<file path="config.mk">
export PLATFORM = sky130hd
export DESIGN_NAME = gpio_pin_cell
export DESIGN_NICKNAME = d
export VERILOG_FILES = /design/src/rtl/gpio_cell_pkg.sv /design/src/rtl/gpio_cfg_ctrl.sv /design/src/rtl/gpio_pin_path.sv /design/src/rtl/gpio_pin_cell.sv
export SDC_FILE = /design/constraint.sdc
export NUM_CORES = 1
export LEC_CHECK = 0
export ABC_AREA = 1
export BUFFER_PORTS_ARGS = -buffer_cell sky130_fd_sc_hd__buf_2
export CAP_MARGIN = 20
export CORE_AREA = 3 3 40 42
export CTS_CLUSTER_DIAMETER = 50
export DETAILED_ROUTE_END_ITERATION = 16
export DIE_AREA = 0 0 43 45
export PLACE_DENSITY_LB_ADDON = 0.05
export SETUP_SLACK_MARGIN = 0.02
export SYNTH_ARGS = -nofsm -noshare
export SYNTH_HDL_FRONTEND = slang
export SYNTH_SLANG_ARGS = --single-unit
</file>
<file path="constraint.sdc">
create_clock -name clk -period 2 [get_ports clk]
set_input_delay 0.4 -clock clk [delete_from_list [all_inputs] [get_ports clk]]
set_output_delay 0.4 -clock clk [all_outputs]
set_load 0.01 [all_outputs]
</file>
<file path="src/rtl/gpio_cell_pkg.sv">
package gpio_cell_pkg;
  localparam int CFG_W     = 8;
  localparam int FSEL_W    = 2;
  localparam int NUM_ALT   = (1 << FSEL_W) - 1;
  localparam int BIT_DIR   = 0;
  localparam int BIT_POL   = 1;
  localparam int FSEL_LO   = 3;
  localparam int BIT_IEN   = 5;
  localparam int BIT_OD    = 7;
  localparam logic [CFG_W-1:0] CFG_RESET = 8'h01;

  typedef struct packed {
    logic               gpioMode;
    logic [NUM_ALT-1:0] altSel;
    logic               cfgOut;
    logic               invert;
    logic               openDrain;
    logic               intEn;
  } pin_strobe_t;
endpackage

</file>
<file path="src/rtl/gpio_cfg_ctrl.sv">
module gpio_cfg_ctrl
  import gpio_cell_pkg::*;
(
  input  logic             clk,
  input  logic             rstN,
  input  logic             cfgMode,
  input  logic             wrEn,
  input  logic [CFG_W-1:0] wrData,
  output logic [CFG_W-1:0] cfgQ,
  output pin_strobe_t      strb
);
  logic [CFG_W-1:0]  cfgReg;
  logic [FSEL_W-1:0] fsel;

  always_ff @(posedge clk or negedge rstN) begin
    if (!rstN)                cfgReg <= CFG_RESET;
    else if (wrEn && cfgMode) cfgReg <= wrData;
  end

  assign cfgQ = cfgReg;
  assign fsel = cfgReg[FSEL_LO +: FSEL_W];

  always_comb begin
    strb           = '0;
    strb.gpioMode  = (fsel == '0);
    strb.cfgOut    = ~cfgReg[BIT_DIR];
    strb.invert    = cfgReg[BIT_POL];
    strb.openDrain = cfgReg[BIT_OD];
    strb.intEn     = cfgReg[BIT_IEN];
    for (int k = 0; k < NUM_ALT; k++)
      strb.altSel[k] = (fsel == FSEL_W'(k + 1));
  end


  locked_write_chk: assert property (@(posedge clk) disable iff (!rstN)
    !cfgMode |=> $stable(cfgQ));


  write_lands_chk: assert property (@(posedge clk) disable iff (!rstN)
    (cfgMode && wrEn) |=> (cfgQ == $past(wrData)));


  sel_onehot_chk: assert property (@(posedge clk) disable iff (!rstN)
    $onehot0(strb.altSel) && (strb.gpioMode == (strb.altSel == '0)));
endmodule

</file>
<file path="src/rtl/gpio_pin_path.sv">
module gpio_pin_path
  import gpio_cell_pkg::*;
#(
  parameter int POL_FUNC = 2
) (
  input  logic               clk,
  input  logic               rstN,
  input  pin_strobe_t        strb,
  input  logic               gpioDout,
  input  logic [NUM_ALT-1:0] altOut,
  input  logic [NUM_ALT-1:0] altOe,
  input  logic               padIn,
  output logic               padOut,
  output logic               padOe,
  output logic               polIn,
  output logic [NUM_ALT-1:0] altIn
);
  localparam int POL_IDX = POL_FUNC - 1;

  logic drvVal;
  logic drvEn;

  always_comb begin
    drvVal = 1'b0;
    drvEn  = 1'b0;
    if (strb.gpioMode) begin
      drvVal = gpioDout ^ strb.invert;
      drvEn  = strb.cfgOut;
    end else begin
      for (int k = 0; k < NUM_ALT; k++) begin
        if (strb.altSel[k]) begin
          drvVal = altOut[k];
          drvEn  = altOe[k];
        end
      end
    end
  end

  always_comb begin
    if (strb.openDrain) begin
      padOut = 1'b0;
      padOe  = drvEn & ~drvVal;
    end else begin
      padOut = drvVal;
      padOe  = drvEn;
    end
  end

  assign polIn = padIn ^ strb.invert;

  for (genvar k = 0; k < NUM_ALT; k++) begin : g_altin
    if (k == POL_IDX) begin : g_pol
      assign altIn[k] = strb.altSel[k] ? (padIn ^ strb.invert) : 1'b1;
    end else begin : g_raw
      assign altIn[k] = strb.altSel[k] ? padIn : 1'b1;
    end


    idle_alt_high_chk: assert property (@(posedge clk) disable iff (!rstN)
      !strb.altSel[k] |-> altIn[k]);


    alt_release_chk: assert property (@(posedge clk) disable iff (!rstN)
      (strb.altSel[k] && !altOe[k]) |-> !padOe);
  end


  od_no_high_chk: assert property (@(posedge clk) disable iff (!rstN)
    strb.openDrain |-> !(padOe && padOut));
endmodule

</file>
<file path="src/rtl/gpio_pin_cell.sv">
module gpio_pin_cell
  import gpio_cell_pkg::*;
#(
  parameter int POL_FUNC = 2
) (
  input  logic       clk,
  input  logic       rstN,
  input  logic       cfgMode,
  input  logic       wrEn,
  input  logic [7:0] wrData,
  output logic [7:0] cfgQ,
  input  logic       gpioDout,
  output logic       polIn,
  output logic       grpIntEn,
  input  logic [2:0] altOut,
  input  logic [2:0] altOe,
  output logic [2:0] altIn,
  input  logic       padIn,
  output logic       padOut,
  output logic       padOe
);
  pin_strobe_t strb;

  gpio_cfg_ctrl u_ctrl (
    .clk    (clk),
    .rstN   (rstN),
    .cfgMode(cfgMode),
    .wrEn   (wrEn),
    .wrData (wrData),
    .cfgQ   (cfgQ),
    .strb   (strb)
  );

  gpio_pin_path #(.POL_FUNC(POL_FUNC)) u_path (
    .clk     (clk),
    .rstN    (rstN),
    .strb    (strb),
    .gpioDout(gpioDout),
    .altOut  (altOut),
    .altOe   (altOe),
    .padIn   (padIn),
    .padOut  (padOut),
    .padOe   (padOe),
    .polIn   (polIn),
    .altIn   (altIn)
  );

  assign grpIntEn = strb.intEn;
endmodule

</file>
# After elaboration in Yosys (flattened, before gate mapping)
# Cells that the tools add are included.
# word_totals
register_bits	8
inputBits	20
# classes
eq_ne	3
muxes	13
n_bitwise	5
reduce_logical	2
# ops
op	n
1-bit 2-to-1 mux	13
2-bit == test, second input constant	2
2-bit by 1-bit == test with 1-bit output, second input constant	1
2-bit zero test	1
1-bit inverter	2
1-bit XOR	2
1-bit bitwise AND	1
1-bit logical AND	1

# Logic depth before layout (Yosys ltp)
# Gate-level depths: netlist of the first run.
# logic_depth
depth_word	8
ltp_mapped	7

# By module
# Synthesis of the first run repeated with hierarchy kept, for this count alone.
# unflattened
hier_cells	73
hier_area_um2	525.5
# by_module_without_submodules
mod	n_inst	cells_per_inst	area_per_inst_um2	seq_area_each_um2
gpio_cfg_ctrl	1	46	396.6	201.4
gpio_pin_path	1	27	128.9	0.0

# Worst setup path before layout of the first run
# Ideal clock, no wire load.
# synth_timing
kind	register to output
startpoint	reg u_ctrl.cfgReg[4] (netlist: u_ctrl.cfgQ[4])
endpoint	out padOut
t_arrival_ns	0.965
required_ns	1.600
setup_slack_ns	0.635
path_stages_with_launch	7
n_path_buf	1
cell_sequence	dfrtp_1 > buf_6 > inv_1 > nand2_1 > nand3_1 > nand2_1 > nor2_1
# synth_via
elab_chain_cells	6
# synth_lines
item	line_no	source
start: declaration	gpio_cfg_ctrl.sv:12	logic [CFG_W-1:0] cfgReg;
start signal: assignment	gpio_cfg_ctrl.sv:17	else if (wrEn && cfgMode) cfgReg <= wrData;
2-bit by 1-bit == test with 1-bit output	gpio_cfg_ctrl.sv:31	strb.altSel[k] = (fsel == FSEL_W'(k + 1));
1-bit 2-to-1 mux (3 in series)	gpio_pin_path.sv:31	if (strb.altSel[k]) begin
1-bit 2-to-1 mux *	gpio_pin_path.sv:26	if (strb.gpioMode) begin
1-bit 2-to-1 mux *	gpio_pin_path.sv:40	if (strb.openDrain) begin
end: declaration	gpio_pin_cell.sv:19	output logic padOut,
# Mark *: on every way between the ends. The rest lies on a longest branch, timed or not.

# Final worst setup path of the first run
# layout_timing
startpoint	reg u_ctrl.cfgReg[4] (netlist: u_ctrl.cfgQ[4])
endpoint	out padOe
# layout_via
elab_chain_cells	8
# layout_lines
item	line_no	source
2-bit by 1-bit == test with 1-bit output	gpio_cfg_ctrl.sv:31	
1-bit 2-to-1 mux (3 in series)	gpio_pin_path.sv:31	
1-bit 2-to-1 mux	gpio_pin_path.sv:26	
1-bit inverter	gpio_pin_path.sv:42	padOe = drvEn & ~drvVal;
1-bit bitwise AND	gpio_pin_path.sv:42	
1-bit 2-to-1 mux *	gpio_pin_path.sv:40	
end: declaration	gpio_pin_cell.sv:20	output logic padOe
# Marked as above.

==> run metrics, run 1 <==
row count=13; # resized after CTS=0; DIE AREA=1940 um^2; CP max-delay cell=dfrtp_1; wire length per cell=10.3 um; Initial Util=roughly 37%; Final min period=approximately 1700 ps; Max Slew Vio Count=0; Mapped Area=477 um^2; layout net count=about 110; ant diodes=0; pin count of the biggest net entering global routing=13; Compound-Gate Fraction of Synth Area=between 4 and 5%; Hold Path Class=in2reg; FF+latch count, synth=8; CP bufs+invs=3; Leak=0.379 nW; placed cell count=102; final wirelength=around 1100 um; grt total ovfl=0; Synth top area share=36.7%; share of cells above drive strength 1=48.9%; post-synthesis mux area share=roughly 11%; area leader, netlist=dfrtp_1; worst relative slew slack=slightly above 80%; Area growth syn-to-layout=38.6%; sequential-to-total area share from yosys stat=around 42%; Final Cycle Share=roughly 86%; Worst setup SP type=register; final std cells w/o fill=about 110; Die H=approximately 45 um; via density per instance=~4.5; PortBufs=34; first-pass GRT wire length=about 1900 um; drt pass-1 iters=4; synth warn=0; Layout fillers=roughly 140; Achievable Freq=between 0.5 and 0.6 GHz; unrepaired setup endpoints after global routing=false; GR Util All Layers=between 10% and 20%; Routability Congestion=between 0.7 and 0.8; Max Root-Sink Buffers=2; post-synthesis cell count=between 50 and 60; total CTS buffers=3; post-route ant nets=0; Worst Skew=0 ps; core region area=between 1000 and 1500 um^2; CP max stage delay=between 400 and 500 ps; Peak VDD IR=between 0.0003 and 0.0004 V; initial antenna violation count=0; initial DRC count=6; total negative slack=0 ps; worst slew pin tran=about 270 ps; Clk pin slew, worst setup/hold paths=60 ps; power per cell area=~740 nW/um^2; # clock sinks=8; largest cells by area after synthesis=dfrtp_1 (37%), nand3_1 (10%), nand2_1 (7.9%); xor and xnor area share after synthesis=0%; family with the most delay on the worst path=flip-flops; Synth Area in Adders=0%; Remaining DRCs=0; via count=485; Root Buffer=clkbuf_4; Mapped Avg Cell Area=roughly 8.4 um^2; library cells used by synthesis=15; max FFs per register=8; WP data arrival=1310 ps; HPWL Detailed=roughly 900 um; crit-path cells=inv_1 -> nand2_1 -> nand3_1 -> nand3_1 -> nand2_1 -> inv_1 -> buf_2; vias in the first global route=between 400 and 500; max-cap violations=0; Critical Setup Path Class=reg2out; CTS tree=done; Die Width=roughly 43 um; final setup fails=0; Worst-Skew Late Latency=around 240 ps; status=completed; Post-Syn Nets=between 70 and 80; main combinational cell family by area after synthesis=simple AND/OR/NAND/NOR gates; Post-Synth Simple-Gate Area=approximately 28%; final hold vios=0; IO Pins=35; Worst Path Required=between 1500 and 2000 ps; CP endpoint kind=output port; # H-tree levels=1; crit path max fanout=9
logic make-up after synthesis:
logic type / after synthesis
mux: 4
simple gates: 29
buf+inv: 12
compound gates: 4
flops: 8
layout by cell type (no fill, tap or decap):
cell type / synthesis / layout
buf_2: 0 / 34
nand3_1: 10 / 10
nand2_1: 10 / 10
inv_1: 7 / 7
dfrtp_1: 7 / 7
nor2_1: 5 / 5
a21oi_1: 4 / 4
clkbuf_4: 0 / 3
nand4_1: 2 / 2
mux2_4: 2 / 2
mux2_2: 2 / 2
inv_2: 1 / 1
nor2_2: 1 / 1
nand2_2: 1 / 1
clkbuf_1: 0 / 1
dlygate4sd3_1: 0 / 1
dfstp_2: 1 / 1
cell type report:
cell class,instances,area [um^2],share of cell area [%]
Clock buffer,4,26.3,3.98
Inverter,8,30.0,4.55
Multi-Input combinational cell,37,204,30.9
Sequential cell,8,201,30.5
Tap cell,15,18.8,2.84
Timing Repair Buffer,35,180,27.3
cell usage after synthesis, drive strengths merged:
cell type,number
nor2,6
nand4,2
buf,4
a21oi,4
mux2,4
nand3,10
dfrtp,7
nand2,11
dfstp,1
inv,8
metrics by stage:
stage	instance area [um^2]	hold WS (ps)	setup WS, ps	util [%]	power [mW]
after CTS	661	375	278	51.4	0.501
after detailed placement	624	251	545	48.6	0.368
after global routing	661	369	134	51.4	0.535
after floorplan	477	104	635	-	0.313
after global placement	624	250	540	48.6	0.369
final	661	381	286	51.4	0.492
path summary, 6_finish.rpt:
kind | endpoint | slack [ps] | start | cells past startpoint
min | u_ctrl.cfgQ[2] | 380 | wrData[2] | 2
min reg2reg | u_ctrl.cfgQ[0] | 490 | u_ctrl.cfgQ[0] | 2
min in group asynchronous | u_ctrl.cfgQ[2] | 510 | rstN | 2
max reg2reg | u_ctrl.cfgQ[4] | 1180 | u_ctrl.cfgQ[4] | 2
max in group asynchronous | u_ctrl.cfgQ[0] | 1250 | rstN | 2
max | padOe | 290 | u_ctrl.cfgQ[4] | 7
worst register-to-register path: stages, from the launching register on:
cell and delay (ps):
dfrtp_1 480, inv_1 130, a21oi_1 140
layer usage:
metal  routed length, um  track usage (%)
met1                 444             15.0
met2                 498             21.0
met3                 148             4.38
met4                   7             8.43
met5                   0                0
report_power, final:
part / internal, mW / total (mW) / leakage, nW / switching (mW)
registers: 0.186 / 0.210 / 0.0901 / 0.0237
clock network: 0.0760 / 0.127 / 0.0150 / 0.0508
logic: 0.0757 / 0.155 / 0.274 / 0.0793
total: 0.338 / 0.492 / 0.379 / 0.154
timing repair:
item	4_1_cts	5_1_grt
buffers inserted	0	0
hold buffers	1	0
hold endpoints to repair	7	0
Note: power is estimated with default switching activity, not from simulation.
==> inputs of run 2 (changes only) <==
--- a/config.mk
+++ b/config.mk
@@ -6,12 +6,13 @@
 export NUM_CORES = 1
 export LEC_CHECK = 0
 export ABC_AREA = 1
-export BUFFER_PORTS_ARGS = -buffer_cell sky130_fd_sc_hd__buf_2
+export BUFFER_PORTS_ARGS = -buffer_cell sky130_fd_sc_hd__buf_4
 export CAP_MARGIN = 20
 export CORE_AREA = 3 3 40 42
 export CTS_CLUSTER_DIAMETER = 50
 export DETAILED_ROUTE_END_ITERATION = 16
 export DIE_AREA = 0 0 43 45
+export GPL_ROUTABILITY_DRIVEN = 0
 export PLACE_DENSITY_LB_ADDON = 0.05
 export SETUP_SLACK_MARGIN = 0.02
 export SYNTH_ARGS = -nofsm -noshare
==> run metrics, run 2 (same netlist as run 1, synthesis figures left out) <==
layout net count=113 (unchanged); worst setup path endpoint=padOe; wire length per cell=10.9 um (+5.9%); status=completed; PortBufs=34 (unchanged); Setup Fix Bufs, Post-CTS=0 (unchanged); final instance area=746 um^2 (+13%); Placement Setup Slack=535 ps (-9.91 ps); commonest cells after routing, fill and taps aside=buf_4 (34), nand3_1 (10), nand2_1 (10); grt total ovfl=0 (unchanged); Achievable Freq=0.578 GHz (-1.0%); final setup fails=0 (unchanged); # clock sinks=8 (unchanged); Area after DPL=709 um^2 (+14%); final wirelength=1160 um (+5.9%); Hold Buf Count CTS=1 (unchanged); first-pass GRT wire length=1910 um (-0.36%); Hold Path Class=in2reg; vias in the first global route=464 (unchanged); FF-to-FF End=u_ctrl.cfgQ[4]; Final Cycle Share=86.6% (+0.87 points); total negative slack=0 ps (unchanged); IO Pins=35 (unchanged); WP data arrival=1330 ps (+20 ps); max-cap violations=0 (unchanged); HPWL Detailed=965 um (+6.8%); row count=13 (unchanged); share of cells above drive strength 1=48.9% (unchanged); Max Root-Sink Buffers=2 (unchanged); CP endpoint kind=output port; Worst Skew=0 ps (unchanged); final hold vios=0 (unchanged); post-route ant nets=0 (unchanged); r2r worst-path depth=2 (unchanged); R2R Path Start=u_ctrl.cfgQ[4]; initial antenna violation count=0 (unchanged); DIE AREA=1940 um^2 (unchanged); unrepaired setup endpoints after global routing=false; power per cell area=713 nW/um^2 (-4.2%); Clk pin slew, worst setup/hold paths=50 ps (about the same); Leak=0.411 nW (+8.4%); Layout fillers=127 (-8.0%); # H-tree levels=1 (unchanged); Final min period=1730 ps (+17.3 ps); Worst setup SP type=register; Die H=45 um (unchanged); commonest non-fill, non-tap cell in the layout=buf_4; Critical Setup Path Class=reg2out; final setup margin=269 ps (-17.3 ps); # resized after CTS=0 (unchanged); Peak VDD IR=0.000379 V (+11%); Root Buffer=clkbuf_4; total CTS buffers=3 (unchanged); max FFs per register=8 (unchanged); pin count of the biggest net entering global routing=13 (unchanged); GR Util All Layers=13.3% (+0.20 points); Max Slew Vio Count=0 (unchanged); via density per instance=4.51 (-0.41%); Area growth syn-to-layout=56.4%; Worst Setup SP=u_ctrl.cfgQ[3]; Worst-Skew Late Latency=250 ps (about the same); Die Width=43 um (unchanged); ant diodes=0 (unchanged); CTS tree=done; reg-to-reg slack, setup=1150 ps (-30 ps); worst slew pin tran=288 ps (+21.3 ps); Worst Path Required=1600 ps (about the same); crit path max fanout=9 (unchanged); core region area=1280 um^2 (unchanged); initial DRC count=13 (+7); hold_ws=377 ps (-3.72 ps); Initial Util=37.1% (unchanged); Remaining DRCs=0 (unchanged); drt pass-1 iters=4 (unchanged); worst relative slew slack=80.8% (-1.4 points); via count=483 (-0.41%)
## run 2: per-layer routing
metal	track usage (%)	part of all wire (%)	vias to the layer above
met5	0	0	-
met4	9.04	2.1	0
met3	3.98	12	2
met2	21.3	43	28
met1	15.3	42	202
li1	-	-	251
## run 2: stage by stage
step	total power [mW]	cells	util, %
after CTS	0.542	107	58.0
after floorplan	0.313	57	-
after detailed placement	0.405	102	55.2
after global placement	0.404	102	55.2
final	0.532	107	58.0
after global routing	0.572	107	58.0
## run 2: worst min path at each step
| stage | from | depth (start not counted) | slack (ps) | end |
|---|---|---|---|---|
| floorplan | rstN | 0 | 100 | u_ctrl.cfgQ[1] |
| global placement | rstN | 1 | 220 | u_ctrl.cfgQ[6] |
| detailed placement | rstN | 1 | 220 | u_ctrl.cfgQ[6] |
| CTS | wrData[2] | 2 | 370 | u_ctrl.cfgQ[2] |
| global route | wrData[5] | 2 | 370 | u_ctrl.cfgQ[5] |
| finish | wrData[2] | 2 | 380 | u_ctrl.cfgQ[2] |
## run 2: critical path, stage by stage, from the launching register on
cell and delay [ps]:
dfrtp_1 470, inv_2 120, nand3_1 70, nand3_1 120
nand3_1 70, nand2_1 60, inv_1 40, buf_4 130
## run 2: report_power, final
| part | total [mW] | internal, mW | leakage [nW] | switching (mW) |
|---|---|---|---|---|
| clock network | 0.130 | 0.0763 | 0.0150 | 0.0541 |
| registers | 0.211 | 0.186 | 0.0901 | 0.0251 |
| logic | 0.190 | 0.108 | 0.305 | 0.0824 |
| total | 0.532 | 0.370 | 0.411 | 0.162 |
## run 2: cell type report
type,count,area (um^2),share of cell area (%)
Tap cell,15,18.8,2.52
Sequential cell,8,201,27.0
Clock buffer,4,26.3,3.52
Timing Repair Buffer,35,265,35.6
Multi-Input combinational cell,37,204,27.3
Inverter,8,30.0,4.03
